File: config.mk
export PLATFORM = sky130hd
export DESIGN_NAME = pcihdr_cfg_space
export DESIGN_NICKNAME = d
export VERILOG_FILES = /design/src/rtl/pcihdr_pkg.sv /design/src/rtl/pcihdr_bar_slot.sv /design/src/rtl/pcihdr_read_mux.sv /design/src/rtl/pcihdr_cfg_space.sv
export SDC_FILE = /design/constraint.sdc
export NUM_CORES = 1
export LEC_CHECK = 0
export ABC_CLOCK_PERIOD_IN_PS = 4250
export BUFFER_PORTS_ARGS = -buffer_cell sky130_fd_sc_hd__clkbuf_2
export CORE_MARGIN = 3
export CORE_UTILIZATION = 40
export DETAILED_ROUTE_END_ITERATION = 7
export HOLD_SLACK_MARGIN = 0.08
export PLACE_DENSITY_LB_ADDON = 0.3
export RECOVER_POWER = 25
export REMOVE_ABC_BUFFERS = 1
export SYNTH_ARGS = -nofsm -noshare
export SYNTH_HDL_FRONTEND = slang
export SYNTH_SLANG_ARGS = --single-unit
File: constraint.sdc
create_clock -name clk -period 4.25 [get_ports clk]
set_clock_uncertainty 0.1 [all_clocks]
set_input_delay 0.85 -clock clk [delete_from_list [all_inputs] [get_ports clk]]
set_output_delay 0.85 -clock clk [all_outputs]
set_load 0.02 [all_outputs]
File: src/rtl/pcihdr_pkg.sv
package pcihdr_pkg;

  localparam int NUM_BARS  = 6;
  localparam int HDR_BYTES = 64;
  localparam int HDR_DW    = HDR_BYTES / 4;

  // Header offsets that software decodes; positions fixed by the bus standard.
  localparam logic [7:0] OFF_CMD      = 8'h04;
  localparam logic [7:0] OFF_CACHELN  = 8'h0C;
  localparam logic [7:0] OFF_LATTMR   = 8'h0D;
  localparam logic [7:0] OFF_BAR_BASE = 8'h10;
  localparam logic [7:0] OFF_ROM      = 8'h30;
  localparam logic [7:0] OFF_INTLINE  = 8'h3C;

  localparam logic [31:0] TYPE_MASK_IO  = 32'h0000_0003;
  localparam logic [31:0] TYPE_MASK_MEM = 32'h0000_000F;
  localparam logic [31:0] SIZE_PROBE    = 32'hFFFF_FFFF;
  localparam logic [31:0] ROM_PROBE     = 32'hFFFF_FFFE;

  function automatic logic size_is_legal(logic [31:0] v);
    return (v & (v - 32'd1)) == 32'd0;
  endfunction

  function automatic logic access_size_ok(logic [2:0] sz);
    return (sz == 3'd1) || (sz == 3'd2) || (sz == 3'd4);
  endfunction

endpackage

File: src/rtl/pcihdr_bar_slot.sv
module pcihdr_bar_slot
  import pcihdr_pkg::*;
#(
  parameter logic [31:0] SIZE     = 32'h0000_1000,
  parameter bit          IS_IO    = 1'b0,
  parameter logic [31:0] IO_BASE  = 32'h8000_0000,
  parameter logic [31:0] MEM_BASE = 32'h4000_0000
) (
  input  logic        clk,
  input  logic        rst_n,
  input  logic        wr_en,
  input  logic [31:0] wdata,
  output logic [31:0] bar_value,
  output logic        win_en,
  output logic [31:0] win_base,
  output logic        win_chg
);

  localparam bit          IMPL       = (SIZE != 32'd0);
  localparam logic [31:0] TMASK      = IS_IO ? TYPE_MASK_IO : TYPE_MASK_MEM;
  localparam logic [31:0] SPACE_BASE = IS_IO ? IO_BASE : MEM_BASE;
  localparam logic [31:0] RST_VAL    = (IMPL && IS_IO) ? 32'h1 : 32'h0;

  if (!size_is_legal(SIZE)) begin : g_bad_size
    $error("BAR size parameter must be zero or a power of two");
  end

  logic [31:0] bar_q, bar_d, probe_val;
  logic [31:0] addr_q, addr_d;
  logic        en_d;

  always_comb begin
    probe_val = (wdata == SIZE_PROBE) ? ~(SIZE - 32'd1) : wdata;
    if (!IMPL)       bar_d = 32'd0;
    else if (wr_en)  bar_d = (probe_val & ~TMASK) | (bar_q & TMASK);
    else             bar_d = bar_q;
  end

  always_ff @(posedge clk) begin
    if (!rst_n) bar_q <= RST_VAL;
    else        bar_q <= bar_d;
  end

  assign addr_q   = bar_q & ~TMASK;
  assign addr_d   = bar_d & ~TMASK;
  assign en_d     = IMPL && (addr_d != 32'd0);
  assign win_en   = IMPL && (addr_q != 32'd0);
  assign win_base = addr_q + SPACE_BASE;
  assign win_chg  = (en_d != win_en) || ((addr_d + SPACE_BASE) != win_base);
  assign bar_value = bar_q;

endmodule

File: src/rtl/pcihdr_read_mux.sv
module pcihdr_read_mux
  import pcihdr_pkg::*;
(
  input  logic [HDR_BYTES*8-1:0] img,
  input  logic [7:0]             offset,
  input  logic [2:0]             size,
  output logic [31:0]            rdata
);

  always_comb begin
    rdata = 32'd0;
    for (int k = 0; k < 4; k++) begin
      if ((k < int'(size)) && ((int'(offset) + k) < HDR_BYTES))
        rdata[k*8 +: 8] = img[(int'(offset) + k)*8 +: 8];
    end
  end

endmodule

File: src/rtl/pcihdr_cfg_space.sv
module pcihdr_cfg_space
  import pcihdr_pkg::*;
#(
  parameter logic [15:0] VENDOR_ID     = 16'h1AB4,
  parameter logic [15:0] DEVICE_ID     = 16'h0C21,
  parameter logic [15:0] STATUS_INIT   = 16'h0000,
  parameter logic [7:0]  REVISION      = 8'h02,
  parameter logic [7:0]  PROG_IF       = 8'h00,
  parameter logic [7:0]  SUBCLASS      = 8'h80,
  parameter logic [7:0]  CLASS_CODE    = 8'h02,
  parameter logic [7:0]  HEADER_TYPE   = 8'h00,
  parameter logic [15:0] SUBSYS_VENDOR = 16'h0000,
  parameter logic [15:0] SUBSYS_ID     = 16'h0000,
  parameter logic [7:0]  INT_LINE_INIT = 8'h00,
  parameter logic [7:0]  INT_PIN       = 8'h01,
  parameter logic [7:0]  MIN_GNT       = 8'h00,
  parameter logic [7:0]  MAX_LAT       = 8'h00,
  parameter logic [NUM_BARS*32-1:0] BAR_SIZES = {32'h0, 32'h0, 32'h0, 32'h0,
                                                 32'h0000_0100, 32'h0000_1000},
  parameter logic [NUM_BARS-1:0]    BAR_IS_IO = 6'b000010,
  parameter logic [31:0] IO_BASE       = 32'h8000_0000,
  parameter logic [31:0] MEM_BASE      = 32'h4000_0000
) (
  input  logic                     clk,
  input  logic                     rst_n,
  input  logic                     req_valid,
  output logic                     req_ready,
  input  logic                     req_write,
  input  logic [7:0]               req_offset,
  input  logic [2:0]               req_size,
  input  logic [31:0]              req_wdata,
  output logic                     rsp_done,
  output logic                     rsp_err,
  output logic [31:0]              rsp_rdata,
  output logic [NUM_BARS-1:0]      win_en,
  output logic [NUM_BARS*32-1:0]   win_base,
  output logic [NUM_BARS*32-1:0]   win_size,
  output logic                     range_changed
);

  logic        accept, bad, wr_ok;
  logic        sz1, sz2, sz4;
  logic        done_q, err_q, chg_q;
  logic [31:0] rdata_q, mux_rdata;
  logic [15:0] cmd_q;
  logic [7:0]  cls_q, lat_q, intl_q;
  logic [31:0] rom_q;
  logic [31:0] bar_val [NUM_BARS];
  logic [NUM_BARS-1:0] bar_chg;
  logic [31:0] hdr_dw [HDR_DW];
  logic [HDR_BYTES*8-1:0] img;

  assign req_ready = !done_q;
  assign accept    = req_valid && req_ready;
  assign bad       = (req_offset >= 8'(HDR_BYTES)) || !access_size_ok(req_size);
  assign wr_ok     = accept && req_write && !bad;
  assign sz1       = (req_size == 3'd1);
  assign sz2       = (req_size == 3'd2);
  assign sz4       = (req_size == 3'd4);

  for (genvar i = 0; i < NUM_BARS; i++) begin : g_bar
    logic bar_we;
    assign bar_we = wr_ok && sz4 && (req_offset == OFF_BAR_BASE + 8'(4*i));
    pcihdr_bar_slot #(
      .SIZE     (BAR_SIZES[i*32 +: 32]),
      .IS_IO    (BAR_IS_IO[i]),
      .IO_BASE  (IO_BASE),
      .MEM_BASE (MEM_BASE)
    ) u_slot (
      .clk       (clk),
      .rst_n     (rst_n),
      .wr_en     (bar_we),
      .wdata     (req_wdata),
      .bar_value (bar_val[i]),
      .win_en    (win_en[i]),
      .win_base  (win_base[i*32 +: 32]),
      .win_chg   (bar_chg[i])
    );
    assign win_size[i*32 +: 32] = BAR_SIZES[i*32 +: 32];
  end

  always_ff @(posedge clk) begin
    if (!rst_n) begin
      cmd_q  <= 16'd0;
      cls_q  <= 8'd0;
      lat_q  <= 8'd0;
      intl_q <= INT_LINE_INIT;
      rom_q  <= 32'd0;
    end else if (wr_ok) begin
      if ((sz2 || sz4) && req_offset == OFF_CMD)
        cmd_q <= req_wdata[15:0];
      if ((sz1 || sz2) && req_offset == OFF_CACHELN)
        cls_q <= req_wdata[7:0];
      if (sz1 && req_offset == OFF_LATTMR)
        lat_q <= req_wdata[7:0];
      else if (sz2 && req_offset == OFF_CACHELN)
        lat_q <= req_wdata[15:8];
      if (sz1 && req_offset == OFF_INTLINE)
        intl_q <= req_wdata[7:0];
      if (sz4 && req_offset == OFF_ROM)
        rom_q <= (req_wdata == ROM_PROBE) ? 32'hFFFF_FFFF : req_wdata;
    end
  end

  always_comb begin
    for (int d = 0; d < HDR_DW; d++) hdr_dw[d] = 32'd0;
    hdr_dw[0]  = {DEVICE_ID, VENDOR_ID};
    hdr_dw[1]  = {STATUS_INIT, cmd_q};
    hdr_dw[2]  = {CLASS_CODE, SUBCLASS, PROG_IF, REVISION};
    hdr_dw[3]  = {8'h00, HEADER_TYPE, lat_q, cls_q};
    for (int b = 0; b < NUM_BARS; b++) hdr_dw[4 + b] = bar_val[b];
    hdr_dw[11] = {SUBSYS_ID, SUBSYS_VENDOR};
    hdr_dw[12] = rom_q;
    hdr_dw[15] = {MAX_LAT, MIN_GNT, INT_PIN, intl_q};
  end

  for (genvar d = 0; d < HDR_DW; d++) begin : g_img
    assign img[d*32 +: 32] = hdr_dw[d];
  end

  pcihdr_read_mux u_rmux (
    .img    (img),
    .offset (req_offset),
    .size   (req_size),
    .rdata  (mux_rdata)
  );

  always_ff @(posedge clk) begin
    if (!rst_n) begin
      done_q  <= 1'b0;
      err_q   <= 1'b0;
      rdata_q <= 32'd0;
      chg_q   <= 1'b0;
    end else begin
      done_q  <= accept;
      err_q   <= accept && bad;
      rdata_q <= (accept && !bad && !req_write) ? mux_rdata : 32'd0;
      chg_q   <= |bar_chg;
    end
  end

  assign rsp_done      = done_q;
  assign rsp_err       = err_q;
  assign rsp_rdata     = rdata_q;
  assign range_changed = chg_q;

endmodule

==> Word-level counts from Yosys, hierarchy flattened <==
Cells that the tools add are included.
{ "totals": {"ff_bits": 171, "out_inout_bits": 426, "wordCells": 105} }
{ "op_classes": {"n_addsub": 7, "n_lt_le_gt_ge": 9, "eq_ne": 16, "shift": 4, "n_mux": 7, "n_bitwise": 2, "n_reduce_logical": 44} }
{ "op_table": {"columns": ["operator", "n"], "rows": [
  ["$shiftx 512x32->8", 3],
  ["$shiftx 512x12->8", 1],
  ["$mux 32", 5],
  ["$reduce_bool 32->1", 4],
  ["$lt 32x8->1 const B", 3],
  ["$add 32x31->32 const B", 2],
  ["$add 32x32->32 const B", 2],
  ["$eq 32x32->1 const B", 2],
  ["$ne 32x32->1", 2],
  ["$or 32x2->32", 1],
  ["$or 32x4->32", 1],
  ["$logic_and 1x1->1", 19],
  ["$add 8x2->9 const B", 2],
  ["$eq 8x4->1 const B", 2],
  ["$eq 8x5->1 const B", 2],
  ["$eq 8x6->1 const B", 2],
  ["$mux 8", 2],
  ["$reduce_and 3->1", 4],
  ["$reduce_and 2->1", 5],
  ["$add 8x1->9 const B", 1],
  ["$eq 8x3->1 const B", 1],
  ["$ge 8x7->1 const B", 1],
  ["$lt 8x7->1 const B", 1],
  ["$logic_or 1x1->1", 6],
  ["other kinds (9)", 15]
]} }

==> Longest topological paths before layout <==
{ "depth": {"depth_word": 14, "mapped_depth": 13, "mapped_depth_nobuf": 10} }

==> Cells and area by module <==
From an unflattened synthesis, not the netlist that was laid out.
{ "unflattened": {"cells_unflattened": 3161, "hier_area_um2": 28441.0} }
{ "by_module_without_submodules": {"columns": ["module", "instances", "cells_per_inst", "area_per_inst_um2", "seq_area_each_um2"], "rows": [
  ["pcihdr_read_mux", 1, 1844, 17115.2, 0.0],
  ["pcihdr_cfg_space", 1, 618, 5429.0, 2142.1],
  ["pcihdr_bar_slot at g_bar[2].u_slot ...", 4, 68, 503.0, 0.0],
  ["pcihdr_bar_slot at g_bar[0].u_slot", 1, 218, 1975.6, 560.5],
  ["pcihdr_bar_slot at g_bar[1].u_slot", 1, 209, 1909.3, 600.6]
]} }

==> Worst setup path before layout <==
No wires, ideal clock.
{ "synth_timing": {"path_kind": "input-to-reg", "startpoint": "input port req_offset[0]", "endpoint": "register chg_q, in the netlist range_changed", "setup_time_ns": 0.138, "arrival_time_ns": 2.846, "required_ns": 4.012, "path_slack_ns": 1.165, "cell_stages": 12, "path_cell_list": "buf_2 buf_6 nor4b_1 nand4_1 clkbuf_1 mux2i_1 ha_1 xor2_1 a21oi_1 nand3_1 nor3_1 a41oi_1"} }
{ "synth_via": {"elab_chain_len": 11} }
{ "synth_rtl": {"columns": ["item", "line_no", "text"], "rows": [
  ["from (decl)", "pcihdr_cfg_space.sv:29", "input logic [7:0] req_offset,"],
  ["$ge 8x7->1", "pcihdr_cfg_space.sv:55", "assign bad = (req_offset >= 8'(HDR_BYTES)) || !access_size_ok(req_size);"],
  ["$logic_or 1x1->1", "pcihdr_cfg_space.sv:55", null],
  ["$logic_not 1->1", "pcihdr_cfg_space.sv:56", "assign wr_ok = accept && req_write && !bad;"],
  ["$logic_and 1x1->1", "pcihdr_cfg_space.sv:56", null],
  ["$logic_and 1x1->1", null, null],
  ["$logic_and 1x1->1", "pcihdr_cfg_space.sv:63", "assign bar_we = wr_ok && sz4 && (req_offset == OFF_BAR_BASE + 8'(4*i));"],
  ["$mux 32", "pcihdr_bar_slot.sv:35", "else if (wr_en) bar_d = (probe_val & ~TMASK) | (bar_q & TMASK);"],
  ["$add 32x31->32 (tied with other cells)", "pcihdr_bar_slot.sv:49", "assign win_chg = (en_d != win_en) || ((addr_d + SPACE_BASE) != win_base);"],
  ["$ne 32x32->1 / $ne 1x1->1 (equally long branches)", "pcihdr_bar_slot.sv:49", null],
  ["$logic_or 1x1->1", "pcihdr_bar_slot.sv:49", null],
  ["$reduce_or 2->1 *", "pcihdr_cfg_space.sv:138", "chg_q <= |bar_chg;"],
  ["to (signal assigned)", "pcihdr_cfg_space.sv:138", null],
  ["to (decl)", "pcihdr_cfg_space.sv:43", "logic done_q, err_q, chg_q;"]
]} }
Mark *: on every way between the ends. The rest lies on a longest branch, timed or not.
A chain may end at the register's enable or synchronous reset.

==> Final worst setup path <==
{ "layout_timing": {"startpoint": "input port req_offset[7]", "endpoint": "register rdata_q[10], in the netlist rsp_rdata[10]"} }
{ "layout_via": {"elab_chain_len": 6} }
{ "layout_rtl": {"columns": ["item", "line_no", "text"], "rows": [
  ["branches (longest 6 deep; another with $lt 32x8->1)", null, null],
  ["to (signal assigned)", "pcihdr_cfg_space.sv:137", "rdata_q <= (accept && !bad && !req_write) ? mux_rdata : 32'd0;"],
  ["to (decl)", "pcihdr_cfg_space.sv:44", "logic [31:0] rdata_q, mux_rdata;"]
]} }
Parallel ways; which one is timed is not known.

==> results_tabular.tex <==
\begin{tabular}{lr}
\hline
Metric & Value \\
\hline
\multicolumn{2}{l}{\textbf{Synth}} \\
Fraction of synthesized cell area taken by the top area cell type & around 23\% \\
Number of synthesized flops with an enable pin & 0 \\
Number of storage elements in the synthesis netlist & around 170 \\
Fraction of registers with async set/reset & 0\% \\
Post-synth cell types & between 70 and 80 \\
Sequential fraction of the synthesis area & 22.9\% \\
YS warnings & 0 \\
Most area-consuming cells after synthesis & dfxtp\_1 23\%, buf\_4 20\%, nand2\_1 7.3\% \\
Cell type with the largest total area after synthesis & dfxtp\_1 \\
Top\_reg\_cell synth & dfxtp\_1 \\
Synthesized area per cell & 7.21 µm² \\
Netlist Area Pre-Place & 14400 µm² \\
Number of instances in the synthesized netlist & 2003 \\
\multicolumn{2}{l}{\textbf{Cells and area}} \\
Fraction of final layout cells with drive strength greater than 1 & between 10\% and 20\% \\
Number of nets in the layout & between 2000 and 2500 \\
Area growth from synthesis to layout & 0.216\% \\
\multicolumn{2}{l}{\textbf{Floorplanning}} \\
Die W & approximately 200 µm \\
Initial standard-cell utilization of the core & between 40\% and 50\% \\
Die footprint & around 38000 µm² \\
Area of the core & roughly 35000 µm² \\
\# rows & 68 \\
Number of placed I/O pins & 473 \\
Height of the die & 196 µm \\
\multicolumn{2}{l}{\textbf{STA}} \\
Final Cycle Share & $\sim$85\% \\
Setup repair after global routing missed its margin & no \\
Final Critical Period & roughly 3.6 ns \\
Summed negative setup slack over all endpoints & 0 ns \\
Slew HR & 33.5\% \\
Maximum achievable frequency & 0.278 GHz \\
Setup Viol. Count Final & 0 \\
Number of hold violations in the final report & 0 \\
Worst-Margin Slew & 0.994 ns \\
Max Transition Viols Final & 0 \\
Worst path setup slack after routing & 0.651 ns \\
\multicolumn{2}{l}{\textbf{Global route}} \\
Pin count of the biggest net entering global routing & 79 \\
Global-route total usage across every layer & about 33\% \\
Wire length of the first global-routing pass & 93500 µm \\
Antenna violations before repair & 2 \\
Global-route congestion overflow total & 0 \\
Via count of the first global-routing pass & about 13000 \\
\multicolumn{2}{l}{\textbf{Clock network}} \\
Number of CTS-inserted buffers & 17 \\
CTS Hold Bufs & 0 \\
TritonCTS Sinks & 165 \\
Clock Root Buffer & clkbuf\_16 \\
Skew-Pair Late Insertion Delay & about 0.48 ns \\
Setup Buffers After CTS & 0 \\
Clock transition time at the flip-flop clock pins of the worst setup and hold paths & $\sim$0.080 ns \\
Maximum clock insertion buffer count & 2 \\
H-tree depth & 4 \\
CTS resizes & 0 \\
Clock tree from TritonCTS & yes \\
\multicolumn{2}{l}{\textbf{Drt}} \\
Drt wl/cell & 26.7 µm \\
Number of optimization iterations in the first detailed-route pass & 6 \\
Post-DRT Antenna Nets & 0 \\
Per-cell via count in the routed design & between 5 and 6 \\
Final routed DRC violation total & 0 \\
Number of design-rule violations left by the first detailed-router iteration & between 1500 and 2000 \\
Total routed wirelength & about 66000 µm \\
Vias & between 10000 and 15000 \\
\multicolumn{2}{l}{\textbf{Critical path}} \\
CP required & 4.48 ns \\
CP max stage delay & 0.65 ns \\
Worst Setup End Kind & register \\
Critical Setup Path Class & input pin to register \\
Critical path launch point type & input pin \\
Cell seen most often among critical-path stages & nor2\_1 \\
Signal arrival time at the worst endpoint & 3.83 ns \\
Worst Path Max Fanout & 14 \\
Slowest cell on the critical path & clkbuf\_1 \\
Critical Path, Cell by Cell & clkbuf\_1 > inv\_1 > nand2\_1 > nor2\_1 > a22o\_1 > a22oi\_1 > nor2\_1 > a311oi\_1 > nor3\_1 \\
\multicolumn{2}{l}{\textbf{Power and ir drop}} \\
Maximum vdd ir drop & 0.312 mV \\
Cell Pwr Density & 275 nW/µm² \\
Static Leakage & 5.72 nW \\
\multicolumn{2}{l}{\textbf{Place}} \\
Routability congestion estimate from global placement & 1.01 \\
Input/output buffers & 142 \\
Half-perimeter wire length after placement & just under 50000 µm \\
DP Worst Slack & 0.594 ns \\
\multicolumn{2}{l}{\textbf{Job}} \\
Max-capacitance violation count & 0 \\
\multicolumn{2}{l}{\textbf{Status}} \\
Status & finished, final reports clean \\
\multicolumn{2}{l}{\textbf{Min path}} \\
Type of the worst min-delay path & register to register \\
\hline
\end{tabular}
## cell usage in the layout, fill, tap and decap left out, drive strengths merged, types with 30 or more instances in the layout
cell type	n
a21oi	187
a221oi	30
a22oi	36
buf	70
clkbuf	160
conb	330
dfxtp	165
inv	41
mux2i	92
nand2	281
nand3	34
nor2	156
nor3	61
o21ai	62
## layer usage
metal	wire [µm]	track usage (%)	share of wire, %	vias to the layer above
li1	-	-	-	6323
met1	26700	43.8	40	6958
met2	28600	49.2	43	1116
met3	6900	6.66	10	199
met4	4160	18.9	6.3	0
met5	0	0	0	-
## synthesized netlist by cell type (20+ instances only)
master	number
nor3_1	60
o22ai_1	24
mux2i_1	92
nand4_1	20
inv_1	31
buf_4	391
o21ai_0	60
nand2_1	279
dfxtp_1	165
clkbuf_1	103
nand3_1	34
buf_2	29
a21oi_1	187
nor4_1	27
a22oi_1	36
a221oi_1	30
nor2_1	154
xor2_1	21
a211oi_1	23
## stage by stage
step                      utilization [%]  area (µm²)  hold slack [ns]  instances  power, W
final                                41.3       14500            0.377       2484   0.00397
after global routing                 41.3       14500            0.407       2484   0.00408
after CTS                            41.5       14600            0.378       2483   0.00397
after detailed placement             39.8       14000            0.370       2451   0.00235
after global placement               39.8       14000            0.356       2451   0.00235
after floorplan                         -       12100            0.340       1786   0.00202
## critical path, delay by kind of cell
| family | cells | cell delay (ns) |
|---|---|---|
| AO/OA/AOI/OAI | 3 | 0.91 |
| buffers and inverters | 2 | 1.07 |
| AND/OR/NAND/NOR | 4 | 0.98 |
## kinds of logic after synthesis
group | share of synthesized area, %
XOR/XNOR | 1.88
AO/OA/AOI/OAI | 20.5
buffers and inverters | 25.7
flip-flops | 22.9
multiplexers | 8.77
AND/OR/NAND/NOR | 20.1
adder cells (fa/ha/maj) | 0.173
other | 0.0520
## layout make-up
type | count | area, µm²
clock inverter | 12 | 134
multi-input combinational | 1586 | 8670
inverter | 35 | 139
tap | 455 | 569
antenna | 1 | 2.50
fill | 3742 | 20600
timing repair buffer | 210 | 1200
sequential | 165 | 3300
clock buffer | 20 | 457
## flip-flops by register name (all words and copies together) (netlist names)
name,flops
cmd_q,16
rsp_rdata,32
range_changed,1
cls_q,8
rom_q,32
g_bar.u_slot.bar_value,58
intl_q,8
lat_q,8
rsp_err,1
rsp_done,1
## report_power, final
part	total (W)	internal, W	switching [W]
clock network	0.00163	0.000861	0.000773
registers	0.00155	0.00155	0.000000829
logic	0.000792	0.000135	0.000657
total	0.00397	0.00254	0.00143
## final timing paths
path | startpoint | endpoint | slack [ns] | depth (start not counted)
worst max-delay path | req_offset[7] | rsp_rdata[10] | 0.65 | 9
worst min-delay path | rom_q[14] | rom_q[14] | 0.38 | 2
worst max register to register | rsp_done | range_changed | 1.46 | 7
worst min register to register | rom_q[14] | rom_q[14] | 0.38 | 2
Power figures use the tool's default switching activity.
